**config.mk**
```make
export PLATFORM = sky130hd
export DESIGN_NAME = fbuf_seq
export DESIGN_NICKNAME = d
export VERILOG_FILES = /design/src/rtl/fbs_pkg.sv /design/src/rtl/fbs_regs.sv /design/src/rtl/fbs_pick.sv /design/src/rtl/fbs_track.sv /design/src/rtl/fbuf_seq.sv
export SDC_FILE = /design/constraint.sdc
export NUM_CORES = 2
export LEC_CHECK = 0
export ABC_CLOCK_PERIOD_IN_PS = 3490
export CAP_MARGIN = 10
export CORE_MARGIN = 4
export CORE_UTILIZATION = 58
export CTS_BUF_LIST = sky130_fd_sc_hd__clkbuf_8 sky130_fd_sc_hd__clkbuf_16
export DETAILED_ROUTE_END_ITERATION = 7
export DONT_BUFFER_PORTS = 1
export PLACE_DENSITY = 0.79
export SETUP_SLACK_MARGIN = 0.05
export SLEW_MARGIN = 40
export SYNTH_ARGS = -nofsm -noshare
export SYNTH_HDL_FRONTEND = slang
export SYNTH_SLANG_ARGS = --single-unit
```
**constraint.sdc**
```tcl
create_clock -name clk -period 3.49 [get_ports clk]
set_clock_uncertainty 0.05 [all_clocks]
set_input_delay 0.5235 -clock clk [delete_from_list [all_inputs] [get_ports clk]]
set_output_delay 0.5235 -clock clk [all_outputs]
set_load 0.01 [all_outputs]
```
**src/rtl/fbs_pkg.sv**
```systemverilog
package fbs_pkg;
  // control register bit positions
  localparam int CTRL_EN_BIT      = 0;
  localparam int CTRL_CLR_IRQ_BIT = 1;
  localparam int CTRL_CLR_OVF_BIT = 2;

  // width of a slot index, never below one bit
  function automatic int idx_width(input int slots);
    return (slots > 1) ? $clog2(slots) : 1;
  endfunction
endpackage

```
**src/rtl/fbs_regs.sv**
```systemverilog
module fbs_regs
  import fbs_pkg::*;
#(
  parameter int NUM_SLOTS = 32,
  parameter int ADDR_W    = 32,
  parameter int SEL_W     = 6
) (
  input  logic                             clk,
  input  logic                             rst_n,
  input  logic                             wr_en,
  input  logic [SEL_W-1:0]                 wr_sel,
  input  logic [ADDR_W-1:0]                wr_data,
  output logic [NUM_SLOTS-1:0][ADDR_W-1:0] base_q,
  output logic [NUM_SLOTS-1:0]             mask_q,
  output logic                             cap_en,
  output logic                             mask_wr,
  output logic                             clr_pend,
  output logic                             clr_ovf
);
  localparam logic [SEL_W-1:0] SEL_MASK = SEL_W'(NUM_SLOTS);
  localparam logic [SEL_W-1:0] SEL_CTRL = SEL_W'(NUM_SLOTS + 1);

  logic ctrl_wr;
  assign mask_wr  = wr_en && (wr_sel == SEL_MASK);
  assign ctrl_wr  = wr_en && (wr_sel == SEL_CTRL);
  assign clr_pend = ctrl_wr && wr_data[CTRL_CLR_IRQ_BIT];
  assign clr_ovf  = ctrl_wr && wr_data[CTRL_CLR_OVF_BIT];

  for (genvar g = 0; g < NUM_SLOTS; g++) begin : g_slot
    always_ff @(posedge clk) begin
      if (!rst_n)                                  base_q[g] <= '0;
      else if (wr_en && (wr_sel == SEL_W'(g)))     base_q[g] <= wr_data;
    end
  end

  always_ff @(posedge clk) begin
    if (!rst_n) begin
      mask_q <= '0;
      cap_en <= 1'b0;
    end else begin
      if (mask_wr) mask_q <= wr_data[NUM_SLOTS-1:0];
      if (ctrl_wr) cap_en <= wr_data[CTRL_EN_BIT];
    end
  end
endmodule

```
**src/rtl/fbs_pick.sv**
```systemverilog
module fbs_pick #(
  parameter int NUM_SLOTS = 32,
  parameter int IDX_W     = 5
) (
  input  logic [NUM_SLOTS-1:0] mask,
  input  logic [IDX_W-1:0]     from_idx,
  output logic                 hit,
  output logic [IDX_W-1:0]     pick_idx
);
  // {found, index} of the lowest set bit
  function automatic logic [IDX_W:0] lowest_set(input logic [NUM_SLOTS-1:0] v);
    logic [IDX_W:0] r;
    r = '0;
    for (int i = NUM_SLOTS - 1; i >= 0; i--)
      if (v[i]) r = {1'b1, IDX_W'(i)};
    return r;
  endfunction

  logic [NUM_SLOTS-1:0] upper;
  for (genvar g = 0; g < NUM_SLOTS; g++) begin : g_upper
    assign upper[g] = mask[g] && (IDX_W'(g) >= from_idx);
  end

  logic [IDX_W:0] up_res, all_res;
  assign up_res  = lowest_set(upper);
  assign all_res = lowest_set(mask);

  assign hit      = all_res[IDX_W];
  assign pick_idx = up_res[IDX_W] ? up_res[IDX_W-1:0] : all_res[IDX_W-1:0];
endmodule

```
**src/rtl/fbs_track.sv**
```systemverilog
module fbs_track #(
  parameter int NUM_SLOTS = 32,
  parameter int ADDR_W    = 32,
  parameter int IDX_W     = 5
) (
  input  logic              clk,
  input  logic              rst_n,
  input  logic              issue_evt,
  input  logic              drop_evt,
  input  logic              done_evt,
  input  logic [IDX_W-1:0]  pick_idx,
  input  logic [ADDR_W-1:0] pick_addr,
  input  logic              clr_pend,
  input  logic              clr_ovf,
  output logic [IDX_W-1:0]  search_idx,
  output logic [ADDR_W-1:0] dma_addr,
  output logic              dma_valid,
  output logic [IDX_W-1:0]  cur_idx,
  output logic [IDX_W-1:0]  prev_idx,
  output logic              frame_irq,
  output logic              irq_pending,
  output logic              overflow
);
  localparam logic [IDX_W-1:0] LAST = IDX_W'(NUM_SLOTS - 1);

  function automatic logic [IDX_W-1:0] after(input logic [IDX_W-1:0] i);
    return (i == LAST) ? '0 : i + 1'b1;
  endfunction

  always_ff @(posedge clk) begin
    if (!rst_n) begin
      search_idx  <= '0;
      dma_addr    <= '0;
      dma_valid   <= 1'b0;
      cur_idx     <= '0;
      prev_idx    <= '0;
      frame_irq   <= 1'b0;
      irq_pending <= 1'b0;
      overflow    <= 1'b0;
    end else begin
      frame_irq <= done_evt;
      if (done_evt) begin
        prev_idx    <= cur_idx;
        irq_pending <= 1'b1;
        dma_valid   <= 1'b0;
      end else if (clr_pend) begin
        irq_pending <= 1'b0;
      end
      if (clr_ovf) overflow <= 1'b0;
      if (issue_evt) begin
        dma_valid  <= 1'b1;
        dma_addr   <= pick_addr;
        cur_idx    <= pick_idx;
        search_idx <= after(pick_idx);
      end else if (drop_evt) begin
        dma_valid <= 1'b0;
        overflow  <= 1'b1;
      end
    end
  end
endmodule

```
**src/rtl/fbuf_seq.sv**
```systemverilog
module fbuf_seq
  import fbs_pkg::*;
#(
  parameter int  NUM_SLOTS = 32,
  parameter int  ADDR_W    = 32,
  localparam int IDX_W     = idx_width(NUM_SLOTS),
  localparam int SEL_W     = $clog2(NUM_SLOTS + 2)
) (
  input  logic              clk,
  input  logic              rst_n,
  input  logic              wr_en,
  input  logic [SEL_W-1:0]  wr_sel,
  input  logic [ADDR_W-1:0] wr_data,
  input  logic              frame_start,
  input  logic              frame_end,
  output logic [ADDR_W-1:0] dma_addr,
  output logic              dma_valid,
  output logic [IDX_W-1:0]  cur_idx,
  output logic [IDX_W-1:0]  prev_idx,
  output logic              frame_irq,
  output logic              irq_pending,
  output logic              overflow
);
  logic [NUM_SLOTS-1:0][ADDR_W-1:0] base_q;
  logic [NUM_SLOTS-1:0]             mask_q;
  logic                             cap_en, mask_wr, clr_pend, clr_ovf;
  logic                             hit;
  logic [IDX_W-1:0]                 pick_idx, search_idx;
  logic [ADDR_W-1:0]                pick_addr;

  // named events
  logic issue_evt, drop_evt, done_evt;
  assign issue_evt = frame_start && cap_en && hit;
  assign drop_evt  = frame_start && cap_en && !hit;
  assign done_evt  = frame_end && dma_valid;
  assign pick_addr = base_q[pick_idx];

  fbs_regs #(.NUM_SLOTS(NUM_SLOTS), .ADDR_W(ADDR_W), .SEL_W(SEL_W)) u_regs (
    .clk(clk), .rst_n(rst_n), .wr_en(wr_en), .wr_sel(wr_sel), .wr_data(wr_data),
    .base_q(base_q), .mask_q(mask_q), .cap_en(cap_en), .mask_wr(mask_wr),
    .clr_pend(clr_pend), .clr_ovf(clr_ovf)
  );

  fbs_pick #(.NUM_SLOTS(NUM_SLOTS), .IDX_W(IDX_W)) u_pick (
    .mask(mask_q), .from_idx(search_idx), .hit(hit), .pick_idx(pick_idx)
  );

  fbs_track #(.NUM_SLOTS(NUM_SLOTS), .ADDR_W(ADDR_W), .IDX_W(IDX_W)) u_track (
    .clk(clk), .rst_n(rst_n), .issue_evt(issue_evt), .drop_evt(drop_evt),
    .done_evt(done_evt), .pick_idx(pick_idx), .pick_addr(pick_addr),
    .clr_pend(clr_pend), .clr_ovf(clr_ovf), .search_idx(search_idx),
    .dma_addr(dma_addr), .dma_valid(dma_valid), .cur_idx(cur_idx),
    .prev_idx(prev_idx), .frame_irq(frame_irq), .irq_pending(irq_pending),
    .overflow(overflow)
  );
endmodule

```
==> After elaboration in Yosys (flattened, before gate mapping) <==
Cells that the tools add are included.
{ "word_totals": {"input_bits": 43, "wordCells": 262, "register_bits": 1108} }
{ "op_classes": {"n_mux": 76, "n_eq_ne": 34, "magnitude_cmp": 33, "n_reduce_logical": 76, "add_sub_neg": 1} }
{ "op_table": {"columns": ["operator", "count"], "rows": [
  ["$mux W6", 64],
  ["$bmux W32 S5", 1],
  ["$eq A6 B5 Y1 const B", 16],
  ["$ge A5 B5 Y1 const A", 16],
  ["$logic_and A1 B1 Y1", 72],
  ["$eq A6 B4 Y1 const B", 8],
  ["$ge A4 B5 Y1 const A", 8],
  ["$mux W32", 1],
  ["$eq A6 B3 Y1 const B", 4],
  ["$ge A3 B5 Y1 const A", 4],
  ["$eq A6 B2 Y1 const B", 2],
  ["$eq A6 B6 Y1 const B", 2],
  ["$ge A1 B5 Y1 const A", 2],
  ["$ge A2 B5 Y1 const A", 2],
  ["$mux W5", 2],
  ["$mux W1", 8],
  ["$eq A6 B1 Y1 const B", 1],
  ["$logic_not A6 Y1", 1],
  ["$lt A5 B6 Y1 const B", 1],
  ["$add A5 B1 Y5 const B", 1],
  ["$eq A5 B5 Y1 const B", 1],
  ["$reduce_bool A3 Y1", 1],
  ["$reduce_bool A2 Y1", 1],
  ["$logic_not A1 Y1", 1]
]} }

==> Logic depth before layout (Yosys ltp) <==
{ "depth": {"ltp_word": 37, "depth_mapped": 21, "depth_no_buf": 13} }

==> By module <==
Synthesis repeated with hierarchy kept, for this count alone.
{ "hier_totals": {"hier_cells": 5143, "hier_area_um2": 50413.4} }
{ "modules_own_cells": {"columns": ["module", "n_inst", "area_each_um2", "cells_each"], "rows": [
  ["fbs_regs", 1, 38195.4, 3586],
  ["fbuf_seq", 1, 8906.0, 1162],
  ["fbs_track", 1, 2001.9, 175],
  ["fbs_pick", 1, 1310.0, 220]
]} }

==> Worst setup path after synthesis <==
No wires, ideal clock.
{ "synth_path": {"path_kind": "register -> register", "startpoint": "register u_track.search_idx[1]", "endpoint": "register u_track.search_idx[3]", "n_path_buf": 7, "path_stages_with_launch": 21, "path_slack_ns": -0.300, "setup_time_ns": 0.128, "arrival_ns": 3.613, "cell_sequence": "dfxtp_1 -> buf_4 -> nand2_1 -> o311ai_1 -> o2111a_1 -> and3_1 -> clkbuf_1 -> a21oi_1 -> a21o_1 -> buf_6 -> inv_4 -> buf_4 -> buf_4 -> buf_2 -> buf_2 -> ha_1 -> nor3b_1 -> ha_1 -> nor2_1 -> a22oi_1 -> nor2_1"} }
{ "synth_via": {"elab_chain_cells": 37, "word_cells_on_any_way": 100} }
{ "synth_rtl": {"columns": ["element", "line", "source"], "rows": [
  ["start, declared", "fbs_track.sv:15", "output logic [IDX_W-1:0] search_idx,"],
  ["start signal, assigned", "fbs_track.sv:54", "search_idx <= after(pick_idx);"],
  ["$ge A5 B5 Y1", "fbs_pick.sv:21", "assign upper[g] = mask[g] && (IDX_W'(g) >= from_idx);"],
  ["$logic_and A1 B1 Y1", "fbs_pick.sv:21", null],
  ["$mux W6 (31 in series)", "fbs_pick.sv:15", "if (v[i]) r = {1'b1, IDX_W'(i)};"],
  ["$mux W6 (*)", "fbs_pick.sv:15", null],
  ["$mux W5 (*)", "fbs_pick.sv:29", "assign pick_idx = up_res[IDX_W] ? up_res[IDX_W-1:0] : all_res[IDX_W-1:0];"],
  ["net pick_idx[1]", "fbuf_seq.sv:28", "logic [IDX_W-1:0] pick_idx, search_idx;"],
  ["$add A5 B1 Y5 or $eq A5 B5 Y1 (tied branches)", "fbs_track.sv:27", "return (i == LAST) ? '0 : i + 1'b1;"],
  ["$mux W5 (*)", "fbs_track.sv:27", null]
]} }
Mark *: on every way through the listed nets, which the timed path passes. The rest lies on a longest branch.
A chain may end at the register's enable or synchronous reset.

==> Worst setup path after layout <==
{ "layout_path": {"startpoint": "register u_track.search_idx[1]", "endpoint": "register u_track.dma_addr[12]"} }
{ "layout_via": {"elab_chain_cells": 37, "word_cells_on_any_way": 99} }
{ "layout_rtl": {"columns": ["element", "line", "source"], "rows": [
  ["$ge A5 B5 Y1", "fbs_pick.sv:21", null],
  ["$logic_and A1 B1 Y1", "fbs_pick.sv:21", null],
  ["$mux W6 (31 in series)", "fbs_pick.sv:15", null],
  ["$mux W6 (*)", "fbs_pick.sv:15", null],
  ["$mux W5 (*)", "fbs_pick.sv:29", null],
  ["$bmux W32 S5 (*)", "fbuf_seq.sv:36", "assign pick_addr = base_q[pick_idx];"],
  ["$mux W32 (implied by the code) (*)", "fbuf_seq.sv:36", null],
  ["end signal, assigned", "fbs_track.sv:52", "dma_addr <= pick_addr;"],
  ["end, declared", "fbs_track.sv:16", "output logic [ADDR_W-1:0] dma_addr,"]
]} }
Every way passes the cells marked *; elsewhere a longest branch is shown, timed or not. The select of a mux whose other input is x is not followed.

==> flow_metrics.py <==
metrics = {
    "setup_path": {
        "crit_path_end_kind": "flop",
        "crit_type": "flop to flop",
        "reg2regPathDepth": 14,
        "crit_required_ns": 4.00,
        "crit_fanout": 8,
        "crit_path_start_kind": "flop",
        "arrival_ns": 4.19,
    },
    "synthesis": {
        "syn_area_per_cell_sq_um": 7.31,
        "synth_edf_count": 0,
        "synth_area_sq_mm": 0.0489,
        "ys_seq_area_share_pct": 45.3,
        "synth_cells": 6691,
        "async_flop_share_pct": 0,
        "synth_seq_cells": 1108,
        "synth_warnings": 0,
        "ys.flop_type": "dfxtp_1",
        "synth.distinct_cells": 86,
        "syn-num-nets": 6736,
    },
    "layout": {
        "final_cell_count_no_fill": 8005,
        "drive_above_1_share_pct": 15.7,
        "multi_input_area_sq_mm": 0.0257,
        "fillers": 6198,
        "fin_util_pct": 71.4,
        "nNetsFinal": 6823,
        "final-seq-area_sq_mm": 0.0222,
        "area_growth_pct": 22.1,
    },
    "grt": {
        "antenna_found_initial": 7,
        "grt_pass1_wl_mm": 305,
        "gr-usage-met2_pct": 62.8,
        "grt_usage_pct": 44.4,
        "grtUsageMet1_pct": 54.5,
        "met3_usage_pct": 17.0,
        "grt_max_degree": 109,
        "grt_pass1_vias": 49956,
        "grt-ovfl-total": 0,
        "top_usage_layer": "met2",
    },
    "sta": {
        "setup_tns_ns": -2.45,
        "timing.final.ws_setup_ns": -0.190,
        "period_needed_ns": 3.68,
        "fin_crit_sh_pct": 105,
        "finalHoldViolCount": 0,
        "maxSlewViolCount": 0,
        "relSlewSlack_pct": 34.2,
        "setup_viol": 30,
        "rsz0062_at_grt": "true",
        "clock.fmax_mhz": 272,
        "tightest_slew_ns": 0.984,
    },
    "route": {
        "route.detailed.drc": 42,
        "antenna_left": 0,
        "wire_per_inst_microns": 26.1,
        "avgViaCountPerCell": 6.63,
        "dr.pass1.iters": 8,
        "vias": 53093,
        "drt-initial-drc-count": 9249,
        "drt_wl_total_mm": 209,
    },
    "floorplan": {
        "initial_core_util_pct": 58.5,
        "boundaryPins": 89,
        "die_w_microns": 298,
        "core_area_sq_mm": 0.0837,
        "die_h_microns": 298,
        "num_rows": 106,
        "die-area_sq_mm": 0.0891,
    },
    "clock_network": {
        "clock_latency_ns": 0.72,
        "cts_max_level": 3,
        "numCtsBuffers": 109,
        "cts_sinks": 1108,
        "clockBufferDepth": 3,
        "cts.clk_slew.worst_paths_ns": 0.07,
        "root_buffer": "clkbuf_16",
        "cts_tree": "yes",
    },
    "outcome": {
        "outcome": "complete, but fails checks",
        "failed_checks": "design-rule violations, negative setup slack",
    },
    "run": {
        "max-cap-violations": 0,
    },
    "power": {
        "ir_worst_vdd_mv": 0.450,
        "fin_total_pwr_uw": 28600,
        "p_per_area_mw_per_mm2": 479,
        "p_leak_uw": 0.0194,
    },
    "placement": {
        "dp.cells": 7694,
        "place_ws_ns": -0.679,
        "globalplace.congestion": 1.01,
        "portBuffers": 0,
        "hpwl_mm": 126,
    },
    "hold_path": {
        "holdPathStages": 3,
        "worstHoldPathType": "input port to flop",
    },
}
logic make-up after synthesis:
family,count (synthesis),synth area share (%)
buf+inv,679,5.64
xor+xnor,2,0.0358
compound gates,1591,19.0
fa+ha+maj,2,0.0511
simple gates,3087,25.0
flops,1108,45.3
mux,222,4.89
routing by layer:
layer,routed length (microns),up-vias
met4,20300,12
li1,-,22611
met1,70100,24427
met2,82300,4600
met3,36300,1443
met5,259,-
Yosys cell counts (11+ instances only):
library cell	count	area (sq um)
a211oi_1	51	383
a21oi_1	1089	5450
nand3_1	168	841
mux2_2	14	158
buf_1	11	41.3
mux4_2	12	270
dfxtp_1	1108	22200
a2bb2oi_1	17	149
o21ai_0	43	215
a32oi_1	52	455
nand2_1	2633	9880
a22oi_1	15	113
o31a_1	12	105
a21boi_0	28	210
a41oi_1	22	193
nor4_1	28	175
nor2b_1	14	87.6
a311oi_1	21	184
nand4_1	32	200
o22ai_1	22	138
o211ai_1	21	158
clkbuf_2	28	140
nor3_1	39	195
buf_4	16	120
o2111ai_1	28	245
clkbuf_1	510	1910
buf_2	74	370
nor2_1	101	379
inv_1	32	120
a31oi_1	67	419
nand2b_1	19	119
mux2i_1	195	1950
a2111oi_0	13	114
placed cells by master (no fill, tap or decap), drive strengths merged, types with 12 or more instances in the layout:
cell type and instances:
clkinv 20, a22oi 15, nand3 168, mux2i 195, o21ai 53, buf 603, a32oi 52, a21boi 31
inv 71, a2111oi 15, o2111ai 28, a21oi 1089, a41oi 22, a2bb2oi 17, nor3 42, dfxtp 1108
o31a 12, mux2 15, nor4 28, nand4 32, a31oi 67, o22ai 22, nand2b 19, nor2 104
a211oi 51, mux4 12, nand2 2634, nor2b 14, o211ai 21, clkbuf 142, a311oi 22
registers in the layout, summed over array words and instances (netlist names):
signal	cells
u_track.search_idx	5
u_track.cur_idx	5
u_track.prev_idx	5
u_track.frame_irq	1
u_track.irq_pending	1
u_regs.cap_en	1
u_regs.mask_q	32
u_regs.base_q	1024
u_track.dma_addr	32
u_track.overflow	1
u_track.dma_valid	1
layout make-up:
class / instances / share of cell area (%)
diodes: 5 / 0.0209
clock buffers: 137 / 5.23
clock inverters: 62 / 0.917
inverters: 37 / 0.291
multi-input cells: 4904 / 43.1
flip-flops and latches: 1108 / 37.1
well taps: 1134 / 2.37
repair buffers: 617 / 10.9
repair inverters: 1 / 0.0272
where the power goes:
group          switching, uW  internal (uW)  total (uW)
Combinational           2360           1370        3730
Clock                   5270           6890       12200
Sequential              29.1          12700       12700
worst max-delay path, stage by stage, from the launching register on:
cell and delay [ns]:
dfxtp_4 0.42, buf_6 0.14, and3_4 0.18, o22a_1 0.14, nand4_1 0.17, or3_4 0.45
or3_4 0.46, and2_4 0.23, buf_4 0.18, nand3_4 0.12, buf_4 0.13, nor2_1 0.03
buf_4 0.19, a32oi_4 0.43, o2111ai_2 0.18
repair_timing:
item | in CTS | in global routing
setup endpoints to repair | 36 | 36
gates resized for setup | 223 | 137
pin swaps | 65 | 51
gates cloned | 5 | 4
buffers inserted | 34 | 25
hold buffers | 38 | 0
endpoints found under the hold margin | 1062 | 0
final timing paths:
path | from | endpoint | slack [ns]
worst max-delay path | u_track.search_idx[1]$_SDFFE_PN0P_ | u_track.dma_addr[12]$_SDFFE_PN0P_ | -0.19
worst max register to register | u_track.search_idx[1]$_SDFFE_PN0P_ | u_track.dma_addr[12]$_SDFFE_PN0P_ | -0.19
worst min register to register | u_regs.base_q[727]$_SDFFE_PN0P_ | u_regs.base_q[727]$_SDFFE_PN0P_ | 0.40
worst min-delay path | wr_sel[0] | u_regs.base_q[233]$_SDFFE_PN0P_ | 0.01
through the flow:
step	instance area [sq um]	hold slack, ns
global placement	52900	0.388
global route	59800	0.0281
CTS	58700	0.00166
finish	59800	0.0108
floorplan	49100	0.382
detailed placement	52900	0.393
Note: power is estimated with default switching activity, not from simulation.
